<file path="src/rtl/vicx_pkg.sv">
package vicx_pkg;
   localparam int ADDR_W = 3;

   typedef enum logic [ADDR_W-1:0] {
      RA_PEND = 3'd0,
      RA_MASK = 3'd1,
      RA_TRIG = 3'd2,
      RA_WAKE = 3'd3,
      RA_CAPS = 3'd4,
      RA_VECT = 3'd5
   } reg_addr_e;

   // count code -> number of implemented lines
   function automatic int lines_for_code(int code);
      case (code)
         0: return 6;
         1: return 2;
         2: return 10;
         3: return 16;
         4: return 24;
         5: return 32;
         default: return 0;
      endcase
   endfunction
endpackage

</file>
<file path="src/rtl/vicx_line.sv">
module vicx_line (
   input  logic clk,
   input  logic rst_n,
   input  logic irq_i,
   input  logic wr_bit,
   input  logic wr_pend,
   input  logic wr_mask,
   input  logic wr_trig,
   input  logic wr_wake,
   output logic pend_o,
   output logic mask_o,
   output logic trig_o,
   output logic wake_o
);
   logic samp_q, edge_q, mask_q, trig_q, wake_q;
   logic clr;

   assign clr = wr_pend & wr_bit;

   always_ff @(posedge clk or negedge rst_n) begin
      if (!rst_n) begin
         samp_q <= 1'b0;
         edge_q <= 1'b0;
         mask_q <= 1'b0;
         trig_q <= 1'b0;
         wake_q <= 1'b0;
      end else begin
         samp_q <= irq_i;
         if (wr_mask) mask_q <= wr_bit;
         if (wr_trig) trig_q <= wr_bit;
         if (wr_wake) wake_q <= wr_bit;
         // new edge has priority over an acknowledge in the same cycle
         if (!trig_q)                 edge_q <= 1'b0;
         else if (irq_i && !samp_q)   edge_q <= 1'b1;
         else if (clr)                edge_q <= 1'b0;
      end
   end

   assign pend_o = trig_q ? edge_q : samp_q;
   assign mask_o = mask_q;
   assign trig_o = trig_q;
   assign wake_o = wake_q;

   AST_EDGE_HOLD: assert property (@(posedge clk) disable iff (!rst_n)
      (trig_q && edge_q && !clr && !wr_trig) |=> pend_o)
      else $error("edge pending lost without acknowledge");

   AST_EDGE_WINS: assert property (@(posedge clk) disable iff (!rst_n)
      (trig_q && irq_i && !samp_q && !wr_trig) |=> pend_o)
      else $error("rising edge not captured");

   AST_LVL_FOLLOW: assert property (@(posedge clk) disable iff (!rst_n)
      (!trig_q && !wr_trig) |=> (pend_o == $past(irq_i)))
      else $error("level pending does not follow input");
endmodule

</file>
<file path="src/rtl/vicx_bank.sv">
module vicx_bank
   import vicx_pkg::*;
#(
   parameter int DW     = 32,
   parameter int N_IMPL = 10
) (
   input  logic              clk,
   input  logic              rst_n,
   input  logic [DW-1:0]     irq_in,
   input  logic              reg_we,
   input  logic [ADDR_W-1:0] reg_addr,
   input  logic [DW-1:0]     reg_wdata,
   output logic [DW-1:0]     pend,
   output logic [DW-1:0]     mask,
   output logic [DW-1:0]     trig,
   output logic [DW-1:0]     wake
);
   logic wr_pend, wr_mask, wr_trig, wr_wake;

   assign wr_pend = reg_we && (reg_addr == RA_PEND);
   assign wr_mask = reg_we && (reg_addr == RA_MASK);
   assign wr_trig = reg_we && (reg_addr == RA_TRIG);
   assign wr_wake = reg_we && (reg_addr == RA_WAKE);

   for (genvar i = 0; i < DW; i++) begin : g_ln
      if (i < N_IMPL) begin : g_impl
         vicx_line u_line (
            .clk     (clk),
            .rst_n   (rst_n),
            .irq_i   (irq_in[i]),
            .wr_bit  (reg_wdata[i]),
            .wr_pend (wr_pend),
            .wr_mask (wr_mask),
            .wr_trig (wr_trig),
            .wr_wake (wr_wake),
            .pend_o  (pend[i]),
            .mask_o  (mask[i]),
            .trig_o  (trig[i]),
            .wake_o  (wake[i])
         );
      end else begin : g_absent
         logic unused_bit;
         assign unused_bit = irq_in[i] ^ reg_wdata[i];
         assign pend[i] = 1'b0;
         assign mask[i] = 1'b0;
         assign trig[i] = 1'b0;
         assign wake[i] = 1'b0;
      end
   end
endmodule

</file>
<file path="src/rtl/vicx_pick.sv">
module vicx_pick #(
   parameter int DW = 32,
   localparam int IW = $clog2(DW)
) (
   input  logic          clk,
   input  logic          rst_n,
   input  logic [DW-1:0] act,
   output logic          valid,
   output logic [IW-1:0] idx
);
   always_comb begin
      idx = '0;
      for (int i = DW - 1; i >= 0; i--) begin
         if (act[i]) idx = IW'(i);
      end
   end
   assign valid = |act;

   AST_PICK_HIT: assert property (@(posedge clk) disable iff (!rst_n)
      valid |-> act[idx])
      else $error("picked line is not active");

   AST_PICK_LOWEST: assert property (@(posedge clk) disable iff (!rst_n)
      valid |-> ((act & ((DW'(1) << idx) - DW'(1))) == '0))
      else $error("a lower active line was skipped");
endmodule

</file>
<file path="src/rtl/irq_vector_ctrl.sv">
module irq_vector_ctrl
   import vicx_pkg::*;
#(
   parameter int DW       = 32,
   parameter int CNT_CODE = 2,
   parameter int VERSION  = 1,
   parameter int VEC_W    = 8,
   parameter int VEC_BASE = 9
) (
   input  logic              clk,
   input  logic              rst_n,
   input  logic [DW-1:0]     irq_in,
   input  logic              reg_we,
   input  logic [ADDR_W-1:0] reg_addr,
   input  logic [DW-1:0]     reg_wdata,
   output logic [DW-1:0]     reg_rdata,
   output logic              irq_req,
   output logic [VEC_W-1:0]  irq_vector,
   output logic              wake_req
);
   localparam int N_IMPL = lines_for_code(CNT_CODE);
   localparam int IW     = $clog2(DW);

   if (CNT_CODE < 0 || CNT_CODE > 5) begin : g_bad_code
      $error("CNT_CODE must be 0..5");
   end
   if (VERSION < 1 || VERSION > 255) begin : g_bad_ver
      $error("VERSION must be 1..255");
   end
   if (DW < 32 || N_IMPL > DW) begin : g_bad_dw
      $error("DW must be at least 32");
   end
   if (VEC_BASE + DW > (1 << VEC_W)) begin : g_bad_vec
      $error("vector field too narrow for VEC_BASE");
   end

   logic [DW-1:0] pend, mask, trig, wake, act;
   logic          pick_valid;
   logic [IW-1:0] pick_idx;
   logic [DW-1:0] caps_word, vect_word;

   vicx_bank #(.DW(DW), .N_IMPL(N_IMPL)) u_bank (
      .clk       (clk),
      .rst_n     (rst_n),
      .irq_in    (irq_in),
      .reg_we    (reg_we),
      .reg_addr  (reg_addr),
      .reg_wdata (reg_wdata),
      .pend      (pend),
      .mask      (mask),
      .trig      (trig),
      .wake      (wake)
   );

   assign act = pend & (mask | wake);

   vicx_pick #(.DW(DW)) u_pick (
      .clk   (clk),
      .rst_n (rst_n),
      .act   (act),
      .valid (pick_valid),
      .idx   (pick_idx)
   );

   assign irq_req    = pick_valid;
   assign wake_req   = |(pend & wake);
   assign irq_vector = pick_valid ? (VEC_W'(VEC_BASE) + VEC_W'(pick_idx)) : '0;

   always_comb begin
      caps_word        = '0;
      caps_word[2:0]   = 3'(CNT_CODE);
      caps_word[15:8]  = 8'(VERSION);
      vect_word        = '0;
      vect_word[VEC_W-1:0] = irq_vector;
      vect_word[DW-1]  = irq_req;
   end

   always_comb begin
      case (reg_addr)
         RA_PEND: reg_rdata = pend;
         RA_MASK: reg_rdata = mask;
         RA_TRIG: reg_rdata = trig;
         RA_WAKE: reg_rdata = wake;
         RA_CAPS: reg_rdata = caps_word;
         RA_VECT: reg_rdata = vect_word;
         default: reg_rdata = '0;
      endcase
   end

   AST_WAKE_IMPLIES_REQ: assert property (@(posedge clk) disable iff (!rst_n)
      wake_req |-> irq_req)
      else $error("wake request without core request");

   AST_VEC_RANGE: assert property (@(posedge clk) disable iff (!rst_n)
      irq_req |-> (irq_vector >= VEC_W'(VEC_BASE) &&
                   irq_vector <  VEC_W'(VEC_BASE + N_IMPL)))
      else $error("vector out of implemented range");

   AST_NO_ENABLE_NO_REQ: assert property (@(posedge clk) disable iff (!rst_n)
      ((mask | wake) == '0) |-> !irq_req)
      else $error("request with no line enabled");
endmodule

</file>
<file path="config.mk">
export PLATFORM = sky130hd
export DESIGN_NAME = irq_vector_ctrl
export DESIGN_NICKNAME = d
export VERILOG_FILES = /design/src/rtl/vicx_pkg.sv /design/src/rtl/vicx_line.sv /design/src/rtl/vicx_bank.sv /design/src/rtl/vicx_pick.sv /design/src/rtl/irq_vector_ctrl.sv
export SDC_FILE = /design/constraint.sdc
export NUM_CORES = 1
export LEC_CHECK = 0
export ABC_AREA = 1
export CORE_UTILIZATION = 40
export CTS_CLUSTER_DIAMETER = 30
export DETAILED_ROUTE_END_ITERATION = 8
export PLACE_DENSITY = 0.75
export RECOVER_POWER = 100
export SYNTH_ARGS = -nofsm -noshare
export SYNTH_HDL_FRONTEND = slang
export SYNTH_SLANG_ARGS = --single-unit
</file>
<file path="constraint.sdc">
create_clock -name clk -period 2.7 [get_ports clk]
set_clock_uncertainty 0.15 [all_clocks]
set_input_delay 0.27 -clock clk [delete_from_list [all_inputs] [get_ports clk]]
set_output_delay 0.27 -clock clk [all_outputs]
set_load 0.02 [all_outputs]
</file>
* Yosys cells after proc, flatten, opt, wreduce, memory -nomap -nowiden
Cells that the tools add are included.
Operators by class: $add $sub $neg 1, muxes and demuxes 74, reductions and logical operators 27, equality and inequality tests 15, bitwise operators 13
Operators by type and width (number):
- 32-bit one-hot mux with 6 select lines | 1
- 5-bit 2-to-1 mux | 32
- 32-bit OR reduction | 2
- 1-bit 2-to-1 mux | 40
- 3-bit by 1-bit != test with 1-bit output (second input constant) | 10
- 10-bit AND | 2
- 1-bit logical AND | 14
- 1-bit AND | 10
- 1-bit logical NOT | 10
- 10-bit bitwise OR | 1
- 4-bit by 5-bit adder with 6-bit output (first input constant) | 1
- 3-bit by 2-bit equality test with 1-bit output (second input constant) | 2
- 3-bit equality test (second input constant) | 2
- 6-bit 2-to-1 mux | 1
- 3-bit by 1-bit equality test with 1-bit output (second input constant) | 1
- 3-bit logical NOT | 1
Word-level totals: output and inout bits 42, register bits 50, bits of input ports 70, word-level logic and storage cells 180

* Logic depth before layout (Yosys ltp)
Gate-level depths: netlist (run 1).
depth in word-level cells 35, gate-level depth with buffers 19, mapped depth without buffers 19

* By module
A second synthesis (run 1) with hierarchy kept.
Second synthesis, totals: cells, all modules 805, area total of the unflattened synthesis 4835.9 sq um
By module, submodules not included:
- vicx_line | times used 10, seq. area each 125.1 sq um, cells an instance 22, area each 195.2 sq um
- irq_vector_ctrl | times used 1, seq. area each 0.0 sq um, cells an instance 377, area each 1701.6 sq um
- vicx_bank | times used 1, seq. area each 0.0 sq um, cells an instance 101, area each 711.9 sq um
- vicx_pick | times used 1, seq. area each 0.0 sq um, cells an instance 107, area each 470.5 sq um

* Least setup slack after synthesis (run 1)
OpenSTA, ideal clock, no wires.
path kind reg-to-output, from reg u_bank.g_ln[8].g_impl.u_line.trig_q, to out reg_rdata[2], path slack 0.316 ns, cell stages (with the launch flop) 20, path buffers 0, required time 2.280 ns, arrival 1.964 ns, path through dfrtp_1 inv_1 nand2_1 nand2_1 nand2_1 nand2_1 nand2_1 nand2_1 nand2_1 nand2_1 nand2_1 nand2_1 nand2_1 nand2_1 inv_2 ha_1 xor2_1 nor2_2 nand2_1 nand4_1
On the way: cells in the longest elaborated chain, start to end 14, elaborated cells between the ends (all ways) 15, those cells by class add/sub: 1; mux: 12; bitwise: 1; reduce/logical: 1
Ends and longest elaborated chain:
- from (decl) | line vicx_line.sv:15 | logic samp_q, edge_q, mask_q, trig_q, wake_q;
- from (signal assigned) | line vicx_line.sv:30 | if (wr_trig) trig_q <= wr_bit;
- 1-bit 2-to-1 mux * | line vicx_line.sv:39 | assign pend_o = trig_q ? edge_q : samp_q;
- 10-bit AND * | line irq_vector_ctrl.sv:55 | assign act = pend & (mask | wake);
- 5-bit 2-to-1 mux (9 in a row) | line vicx_pick.sv:14 | if (act[i]) idx = IW'(i);
- 4-bit by 5-bit adder with 6-bit output | line irq_vector_ctrl.sv:67 | assign irq_vector = pick_valid ? (VEC_W'(VEC_BASE) + VEC_W'(pick_idx)) : '0;
- 6-bit 2-to-1 mux * | line irq_vector_ctrl.sv:67
- net irq_vector[2] | line irq_vector_ctrl.sv:18 | output logic [VEC_W-1:0] irq_vector,
- 32-bit one-hot mux with 6 select lines * | line irq_vector_ctrl.sv:79 | case (reg_addr)
- to (decl) | line irq_vector_ctrl.sv:16 | output logic [DW-1:0] reg_rdata,
Mark *: on every way through the listed nets, which the timed path passes. The rest lies on a longest branch.

* Worst setup path after layout (run 1)
from in reg_addr[1], to out reg_rdata[5]
On the way: cells in the longest elaborated chain, start to end 2, elaborated cells between the ends (all ways) 7, those cells by class eq/ne: 5; mux: 1; reduce/logical: 1
Ends and longest elaborated chain:
- from (decl) | line irq_vector_ctrl.sv:14 | input logic [ADDR_W-1:0] reg_addr,
- 3-bit equality test, or another cell as far along | line irq_vector_ctrl.sv:79
- 32-bit one-hot mux with 6 select lines * | line irq_vector_ctrl.sv:79
Every way passes the cells marked *; elsewhere a longest branch is shown, timed or not.

==> impl_metrics.json, run 1 <==
{
  "outcome": "complete, but fails checks",
  "violations": "setup timing",
  "relSlewSlack_pct": 20.0,
  "synth_ff_type": "dfrtp_1",
  "clock_sinks": 50,
  "avgRoutedWirePerCell_um": 12.6,
  "clkLatencyLatePin_ns": 0.31,
  "synthMostInstantiatedCell": "nand2_1",
  "netlist_area_sq_um": 2770,
  "drtPass1Iterations": 4,
  "gp_congestion": 0.881,
  "wirelength_um": 6540,
  "coreArea_sq_um": 6530,
  "holdPathStages": 1,
  "portBuffers": 43,
  "synthArstFlopShare_pct": 100,
  "grt_pass1_vias": 2440,
  "fp.dieH_um": 85.2,
  "final_cells": 520,
  "period_share_pct": 102,
  "reg2reg_depth": 4,
  "yosysTopAreaCellShare_pct": 45.2,
  "yosysUniqueCellTypes": 32,
  "power_uw": 2410,
  "fmax_mhz": 363,
  "cts_tree": "yes",
  "synthTopCellsByArea": "dfrtp_1 (45%), nand2_1 (12%), o21ai_0 (7.0%), buf_4 (6.8%), o21ai_2 (4.4%)",
  "grt_max_degree": 51,
  "ant_nets": 0,
  "crit_required_ns": 2.28,
  "period_minus_slack_ns": 2.75,
  "vias_per_cell": 4.96,
  "dieArea_sq_um": 7260,
  "p_sw_share_pct": 36.5,
  "clock_path_buffers": 2,
  "internal_power_uw": 1530,
  "setup_tns_ns": -0.0852,
  "numCtsBuffers": 5,
  "setup_viol": 3,
  "layout-drive-gt1-share_pct": 26.6,
  "antenna_cells": 0,
  "crit_type": "input port to primary output",
  "tightest_slew_ns": 1.20,
  "p_clk_share_pct": 18.7,
  "worst_setup_path_end_kind": "primary output",
  "synth-edff-count": 0,
  "power.net_switching_uw": 881,
  "grt_use_total_pct": 19.6,
  "slew_viol_final": 0,
  "num_io_pins": 112,
  "worst_ep_arrival_time_ns": 2.33,
  "hold_viol_final": 0,
  "grt_pass1_wl_um": 11100,
  "root_buffer": "clkbuf_8",
  "antenna_found_initial": 0,
  "dp_slack_ns": -0.271,
  "via_count": 2580,
  "dp_cells": 498,
  "yosysSeqAreaShare_pct": 45.2,
  "crit_fanout": 7,
  "synth_seq_cells": 50,
  "p_seq_share_pct": 39.6,
  "nNetsFinal": 513,
  "fp.dieW_um": 85.2,
  "h-tree-depth": 2,
  "clk_pin_slew_worst_paths_ns": 0.08,
  "initial_core_util_pct": 42.4,
  "whs_ns": 0.384,
  "syn-instance-count": 341,
  "dp_hpwl_um": 4870,
  "row_count": 29,
  "yosys-top-cells-count": "nand2_1 (91), dfrtp_1 (50), o21ai_0 (39)",
  "drt-initial-drc-count": 189,
  "critPathLaunchType": "input port",
  "gr-total-overflow": 0,
  "timing.final.ws_setup_ns": -0.0542,
  "hold_class": "flop to flop",
  "p_per_area_nw_per_um2": 656,
  "drc_errors": 0,
  "area_growth_pct": 32.8,
  "synth_warnings": 0,
  "ir_worst_vdd_mv": 0.321,
  "synth_top_area_cell": "dfrtp_1",
  "leakage_uw": 0.00187,
  "drv_cap": 0,
  "rsz0062_at_grt": "true",
  "combPwrFrac_pct": 41.7,
  "syn_area_per_cell_sq_um": 8.12
}
[timing repair]
item	in CTS	in global routing
resized for setup	37	29
hold endpoints to repair	50	0
buffers inserted	8	5
pin swaps	3	4
hold buffers	1	0
setup endpoints to repair	11	15
[cell families (layout without fill, tap and decap cells)]
family	count (synthesis)	count (layout)	share of synthesized area, %
compound gates	77	77	18.5
xor+xnor	1	1	0.316
fa+ha+maj	1	1	0.452
simple gates	141	141	22.0
buf+inv	70	149	13.5
other cells	1	24	0.135
flops	50	50	45.2
[state kept, by name, indices dropped and copies added (netlist names)]
signal                            cells
u_bank.g_ln.g_impl.u_line.mask_o     10
u_bank.g_ln.g_impl.u_line.samp_q     10
u_bank.g_ln.g_impl.u_line.edge_q     10
u_bank.g_ln.g_impl.u_line.trig_o     10
u_bank.g_ln.g_impl.u_line.wake_o     10
[final timing paths]
path / startpoint / to / slack (ns)
max: reg_addr[1] / reg_rdata[5] / -0.05
min: u_bank.g_ln[9].g_impl.u_line.samp_q$_DFF_PN0_ / u_bank.g_ln[9].g_impl.u_line.edge_q$_DFFE_PN0P_ / 0.38
max reg2reg: u_bank.g_ln[8].g_impl.u_line.trig_o$_DFFE_PN0P_ / u_bank.g_ln[8].g_impl.u_line.trig_o$_DFFE_PN0P_ / 1.59
min reg2reg: u_bank.g_ln[9].g_impl.u_line.samp_q$_DFF_PN0_ / u_bank.g_ln[9].g_impl.u_line.edge_q$_DFFE_PN0P_ / 0.38
max in group asynchronous: rst_n / u_bank.g_ln[3].g_impl.u_line.samp_q$_DFF_PN0_ / 1.01
min in group asynchronous: rst_n / u_bank.g_ln[9].g_impl.u_line.trig_o$_DFFE_PN0P_ / 0.66
[power groups by stage]
stage	Clock (uW)	Combinational [uW]	Sequential, uW
floorplan	0	545	956
global placement	0	929	961
detailed placement	0	951	966
CTS	464	978	952
global route	492	1110	972
finish	450	1010	956
[cells in the final DEF (no fill, tap or decap), types with 6 or more instances in the layout]
| cell | n |
|---|---|
| nand2_1 | 84 |
| buf_4 | 54 |
| dfrtp_1 | 50 |
| o21ai_0 | 39 |
| inv_1 | 27 |
| conb_1 | 24 |
| nor2_1 | 19 |
| nand3_1 | 16 |
| o21ai_2 | 15 |
| clkdlybuf4s50_1 | 15 |
| dlygate4sd3_1 | 12 |
| inv_2 | 9 |
| clkbuf_1 | 9 |
| nand2_2 | 8 |
| a22oi_1 | 6 |
| clkbuf_8 | 6 |
| clkbuf_2 | 6 |
[routing by layer]
metal  up-vias  GRT usage, %  wire, um
li1       1271             -         -
met1      1219          24.5      2790
met2        83          33.9      3310
met3         7          3.79       351
met4         0          6.47        91
met5         -             0         0
[final cells by class]
class	instances	area (sq um)
well taps	77	96.3
inverters	37	143
flip-flops and latches	50	1250
repair buffers	104	810
multi-input cells	244	1280
fillers	630	2850
clock inverters	2	12.5
clock buffers	6	82.6
[through the flow]
| step | util, % | area, sq um |
|---|---|---|
| 2_1_floorplan | - | 2860 |
| 3_3_place_gp | 53.5 | 3500 |
| 3_5_place_dp | 53.5 | 3500 |
| 4_1_cts | 56.1 | 3660 |
| 5_1_grt | 56.3 | 3680 |
| 6_report | 56.3 | 3680 |
[critical path: stages]
cell,delay [ns]
dlygate4sd3_1,0.57
buf_4,0.15
nor2_1,0.10
inv_1,0.07
nor2_1,0.19
buf_4,0.20
nand2_1,0.07
nand3_1,0.10
clkdlybuf4s50_1,0.60
Note: power is estimated with default switching activity, not from simulation.
==> run 2: changes to the inputs <==
--- a/config.mk
+++ b/config.mk
@@ -7,8 +7,8 @@
 export LEC_CHECK = 0
 export ABC_AREA = 1
-export CORE_UTILIZATION = 40
+export CORE_UTILIZATION = 25
 export CTS_CLUSTER_DIAMETER = 30
 export DETAILED_ROUTE_END_ITERATION = 8
-export PLACE_DENSITY = 0.75
+export GPL_ROUTABILITY_DRIVEN = 1
 export RECOVER_POWER = 100
 export SYNTH_ARGS = -nofsm -noshare
==> constraint.sdc (replaced) <==
create_clock -name clk -period 2.7 [get_ports clk]
set_clock_uncertainty 0.15 [all_clocks]
set_input_delay 0.54 -clock clk [delete_from_list [all_inputs] [get_ports clk]]
set_output_delay 0.54 -clock clk [all_outputs]
set_load 0.02 [all_outputs]
==> run 2 against run 1 <==
Net effect: power rose by 23%; critical path depth grew 11; global-route usage is 5.7 points lower; routed wire length rose by 18%; the flow still finishes with violations (setup timing); sequential cell count is the same; final cell count grew 21%.
==> impl_metrics.json, run 2 (synthesized netlist as in run 1, its figures left out) <==
{
  "rr_endpoint": "u_bank.g_ln[8].g_impl.u_line.edge_q$_DFFE_PN0P_",
  "drtPass1Iterations": 5,
  "hold_viol_final": 0,
  "period_share_pct": 111,
  "cts_tree": "yes",
  "crit_fanout": 3,
  "worst_ep_arrival_time_ns": 2.31,
  "outcome": "complete, but fails checks",
  "fp.dieH_um": 107,
  "ff2ff_setup_slack_ns": 0.15,
  "portBuffers": 43,
  "antenna_found_initial": 0,
  "combPwrFrac_pct": 46.8,
  "p_seq_share_pct": 31.5,
  "numCtsBuffers": 5,
  "hold_class": "flop to flop",
  "final_cell_mix": "buf_4 (101), nand2_1 (79), dfrtp_1 (50)",
  "mostFrequentLayoutCell": "buf_4",
  "root_buffer": "clkbuf_8",
  "p_sw_share_pct": 33.7,
  "holdPathStages": 3,
  "crit_required_ns": 2.01,
  "drc_errors": 0,
  "num_io_pins": 112,
  "clock_path_buffers": 2,
  "p_clk_share_pct": 21.7,
  "worst_setup_path_end_kind": "primary output",
  "crit_type": "flop to primary output",
  "ir_worst_vdd_mv": 0.482,
  "gr-total-overflow": 0,
  "timing.final.ws_setup_ns": -0.297,
  "violations": "setup timing",
  "whs_ns": 0.389,
  "dp_hpwl_um": 5640,
  "placed_cell_area_sq_um": 3840,
  "setup_viol": 13,
  "clkLatencyLatePin_ns": 0.30,
  "critPathLaunchType": "flop",
  "grt_use_total_pct": 13.9,
  "fp.dieW_um": 107,
  "rsz0062_at_grt": "true",
  "ant_nets": 0,
  "row_count": 38,
  "drv_cap": 0,
  "power.net_switching_uw": 1000,
  "layout-drive-gt1-share_pct": 38.7,
  "initial_core_util_pct": 25.6,
  "h-tree-depth": 2,
  "avgRoutedWirePerCell_um": 12.3,
  "grt_max_degree": 27,
  "fmax_mhz": 334,
  "nNetsFinal": 561,
  "wirelength_um": 7740,
  "clock_sinks": 50,
  "p_per_area_nw_per_um2": 692,
  "final_area_sq_um": 4300,
  "area_growth_pct": 55.2,
  "period_minus_slack_ns": 3.00,
  "leakage_uw": 0.00215,
  "coreArea_sq_um": 10800,
  "tightest_slew_ns": 1.40,
  "via_count": 2728,
  "internal_power_uw": 1970,
  "final_util_pct": 39.7,
  "endpoint": "reg_rdata[2]",
  "r2r_start": "u_bank.g_ln[8].g_impl.u_line.trig_o$_DFFE_PN0P_",
  "vias_per_cell": 4.32,
  "clk_pin_slew_worst_paths_ns": 0.09,
  "slew_viol_final": 0,
  "dieArea_sq_um": 11500,
  "reg2reg_depth": 18,
  "antenna_cells": 0,
  "gp_congestion": 0.811,
  "drt-initial-drc-count": 89,
  "grt_pass1_vias": 2722,
  "hold_buffers": 0,
  "relSlewSlack_pct": 6.89,
  "crit_start": "u_bank.g_ln[8].g_impl.u_line.trig_o$_DFFE_PN0P_",
  "dp_slack_ns": -0.569,
  "grt_pass1_wl_um": 12500
}
run 2: metal layers:
metal  GRT usage, %  part of all wire, %  vias up
met3           2.36                  3.6        4
met2           25.6                   52       61
li1               -                    -     1362
met4           3.03                 0.54        0
met5              0                    0        -
met1           16.9                   44     1301
run 2: power by group through the flow:
stage          registers [uW]  logic (uW)  clock network [uW]
3_5_place_dp              949        1130                   0
5_1_grt                   951        1510                 692
6_report                  937        1390                 647
4_1_cts                   935        1310                 661
2_1_floorplan             956         545                   0
3_3_place_gp              943        1110                   0
run 2: cell type report:
| class | count | area [sq um] |
|---|---|---|
| fill | 1106 | 6540 |
| inverter | 37 | 145 |
| clock inverter | 2 | 60.1 |
| sequential | 50 | 1250 |
| tap | 140 | 175 |
| multi-input combinational | 244 | 1380 |
| timing repair buffer | 152 | 1210 |
| clock buffer | 6 | 82.6 |
run 2: metrics by stage:
step / instances / setup TNS [ns] / total power [uW]
2_1_floorplan: 364 / 0 / 1500
3_3_place_gp: 593 / -6.57 / 2050
3_5_place_dp: 593 / -6.80 / 2080
4_1_cts: 628 / -1.94 / 2900
5_1_grt: 631 / -4.65 / 3160
6_report: 631 / -2.44 / 2980
run 2: critical path, cell delays in order, from the launching register on:
cell	delay, ns
dfrtp_1	0.42
inv_1	0.11
nand2_2	0.06
nand2_2	0.07
nand2_2	0.06
nand2_2	0.05
nand2_1	0.04
nand2_1	0.05
nand2_1	0.05
nand2_1	0.08
nand2_1	0.05
nand2_1	0.07
nand2_2	0.06
nand2_2	0.08
inv_2	0.05
ha_4	0.16
xor2_2	0.14
nor2_2	0.11
nand2_1	0.07
nand4_1	0.08
buf_4	0.15
run 2: how the worst min path moves through the flow:
stage          slack, ns                                       startpoint                                         endpoint
2_1_floorplan       0.09                                            rst_n  u_bank.g_ln[0].g_impl.u_line.edge_q$_DFFE_PN0P_
3_3_place_gp        0.31    u_bank.g_ln[9].g_impl.u_line.samp_q$_DFF_PN0_  u_bank.g_ln[9].g_impl.u_line.edge_q$_DFFE_PN0P_
3_5_place_dp        0.34    u_bank.g_ln[9].g_impl.u_line.samp_q$_DFF_PN0_  u_bank.g_ln[9].g_impl.u_line.edge_q$_DFFE_PN0P_
4_1_cts             0.10                                            rst_n  u_bank.g_ln[8].g_impl.u_line.mask_o$_DFFE_PN0P_
5_1_grt             0.42  u_bank.g_ln[8].g_impl.u_line.edge_q$_DFFE_PN0P_  u_bank.g_ln[8].g_impl.u_line.edge_q$_DFFE_PN0P_
6_report            0.39    u_bank.g_ln[1].g_impl.u_line.samp_q$_DFF_PN0_  u_bank.g_ln[1].g_impl.u_line.edge_q$_DFFE_PN0P_
run 2: repair_timing:
item / 4_1_cts / 5_1_grt
resized for setup: 106 / 40
buffers inserted: 29 / 8
pin swaps: 10 / 10
setup endpoints to repair: 18 / 19
==> run 3: changes to the inputs <==
GPL_TIMING_DRIVEN = 0   (was not set)
==> run 3 against run 2 <==
Net effect: the run still ends with setup timing left; first-iteration DRC count down 3.4%; routed wire length decreased by 2.9%; core utilization fell by 4.2 points; worst hold slack got worse by 0.041 ns; sequential power rose by 3.8%; die area unchanged; clock power fell by 31%; count of clock-buffer cells in the layout increased by 1; largest cell class unchanged; largest power group unchanged.
==> impl_metrics.json, run 3 (synthesized netlist as in run 1, its figures left out) <==
{
  "tightest_slew_ns": 1.36,
  "internal_power_uw": 1510,
  "final_cells": 580,
  "p_seq_share_pct": 40.1,
  "power.net_switching_uw": 913,
  "grt_max_degree": 27,
  "slew_viol_final": 0,
  "p_clk_share_pct": 18.5,
  "fp.dieH_um": 107,
  "clock_sinks": 50,
  "antenna_found_initial": 0,
  "violations": "setup timing",
  "ant_nets": 0,
  "dp_slack_ns": -0.727,
  "ir_worst_vdd_mv": 0.398,
  "portBuffers": 43,
  "h-tree-depth": 2,
  "outcome": "complete, but fails checks",
  "ff2ff_setup_slack_ns": 1.62,
  "route.met2.wl_um": 3590,
  "via_count": 2524,
  "worst_ep_arrival_time_ns": 2.41,
  "p_per_area_nw_per_um2": 631,
  "period_minus_slack_ns": 3.10,
  "crit_fanout": 5,
  "timing.final.ws_setup_ns": -0.397,
  "hold_buffers": 0,
  "highest_layer": "met4",
  "vias_per_cell": 4.35,
  "gp_congestion": 0.787,
  "combPwrFrac_pct": 41.4,
  "dp_cells": 548,
  "clk_pin_slew_worst_paths_ns": 0.09,
  "clkLatencyLatePin_ns": 0.30,
  "drc_errors": 0,
  "gr-total-overflow": 0,
  "fmax_mhz": 323,
  "setup_tns_ns": -2.64,
  "relSlewSlack_pct": 9.25,
  "p_sw_share_pct": 37.6,
  "layout-drive-gt1-share_pct": 31.6,
  "crit_required_ns": 2.01,
  "num_io_pins": 112,
  "period_share_pct": 115,
  "wirelength_um": 7510,
  "area_growth_pct": 38.8,
  "path_delay_family": "buffers and inverters",
  "nNetsFinal": 510,
  "mostFrequentLayoutCell": "nand2_1",
  "drtPass1Iterations": 4,
  "row_count": 38,
  "coreArea_sq_um": 10800,
  "setup_viol": 14,
  "drt-met1-wl_um": 3430,
  "clock_path_buffers": 2,
  "cpPeakStageDelay_ns": 0.58,
  "grt_pass1_wl_um": 12100,
  "hold_class": "flop to flop",
  "avgRoutedWirePerCell_um": 12.9,
  "antenna_cells": 0,
  "cts_tree": "yes",
  "drt-initial-drc-count": 86,
  "worstPathCellList": "dlygate4sd3_1, inv_1, nand2_1, clkinvlp_2, a22oi_1, nand3_1, clkdlybuf4s15_2",
  "final_cell_mix": "nand2_1 (78), buf_4 (49), dfrtp_1 (47)",
  "worst_setup_path_end_kind": "primary output",
  "dr_wl_met3_um": 371,
  "drv_cap": 0,
  "grt_pass1_vias": 2552,
  "rsz0062_at_grt": "true",
  "initial_core_util_pct": 25.6,
  "critPathLaunchType": "input port",
  "leakage_uw": 0.00191,
  "cp_num_buf_inv": 4,
  "dp_hpwl_um": 5220,
  "hold_viol_final": 0,
  "dieArea_sq_um": 11500,
  "crit_type": "input port to primary output",
  "numCtsBuffers": 5,
  "crit_path_top_delay_cell": "dlygate4sd3_1",
  "grt_use_total_pct": 13.5,
  "fp.dieW_um": 107,
  "root_buffer": "clkbuf_8"
}
-- run 3: metrics by stage --
stage	total power (uW)	hold slack, ns	utilization (%)	cell area [sq um]
after global placement	1790	0.311	31.9	3460
after CTS	2310	0.112	34.2	3700
final	2430	0.347	35.5	3850
after global routing	2580	0.372	35.5	3850
after detailed placement	1810	0.321	32.1	3480
after floorplan	1500	0.0944	-	2860
-- run 3: routing by layer --
| layer | GRT usage, % | vias to the layer above |
|---|---|---|
| met5 | 0 | - |
| met4 | 4.11 | 0 |
| met3 | 3.09 | 11 |
| met2 | 23.1 | 65 |
| met1 | 16.9 | 1182 |
| li1 | - | 1266 |
-- run 3: layout make-up --
cell class | count | area (sq um)
timing repair buffer | 67 | 582
fill | 1132 | 6990
sequential | 50 | 1250
clock buffer | 7 | 86.3
inverter | 37 | 144
timing repair inverter | 1 | 5.00
clock inverter | 1 | 5.00
multi-input combinational | 244 | 1360
buffer | 33 | 234
tap | 140 | 175
-- run 3: timing repair --
action / CTS / global route
gates cloned: 0 / 1
resized for setup: 85 / 39
endpoints found under the setup margin: 18 / 18
pin swaps: 5 / 7
setup buffers: 11 / 12
-- run 3: power groups by stage --
stage / logic [uW] / clock network (uW) / registers, uW
after global routing: 1100 / 494 / 992
after detailed placement: 834 / 0 / 978
after floorplan: 545 / 0 / 956
after CTS: 895 / 458 / 962
after global placement: 817 / 0 / 974
final: 1000 / 449 / 973
-- run 3: path summary, 6_finish.rpt --
kind,to,depth (start not counted),from
max,reg_rdata[7],7,reg_addr[0]
min,u_bank.g_ln[9].g_impl.u_line.edge_q$_DFFE_PN0P_,1,u_bank.g_ln[9].g_impl.u_line.samp_q$_DFF_PN0_
max reg2reg,u_bank.g_ln[8].g_impl.u_line.trig_o$_DFFE_PN0P_,4,u_bank.g_ln[8].g_impl.u_line.trig_o$_DFFE_PN0P_
min reg2reg,u_bank.g_ln[9].g_impl.u_line.edge_q$_DFFE_PN0P_,1,u_bank.g_ln[9].g_impl.u_line.samp_q$_DFF_PN0_
max in group asynchronous,u_bank.g_ln[2].g_impl.u_line.trig_o$_DFFE_PN0P_,2,rst_n
min in group asynchronous,u_bank.g_ln[7].g_impl.u_line.edge_q$_DFFE_PN0P_,1,rst_n
-- run 3: worst register-to-register path, cell delays in order (launching register included) --
cell and delay (ns):
dfrtp_1 0.41, buf_4 0.14, buf_4 0.12, nand2_1 0.05, o21ai_0 0.07
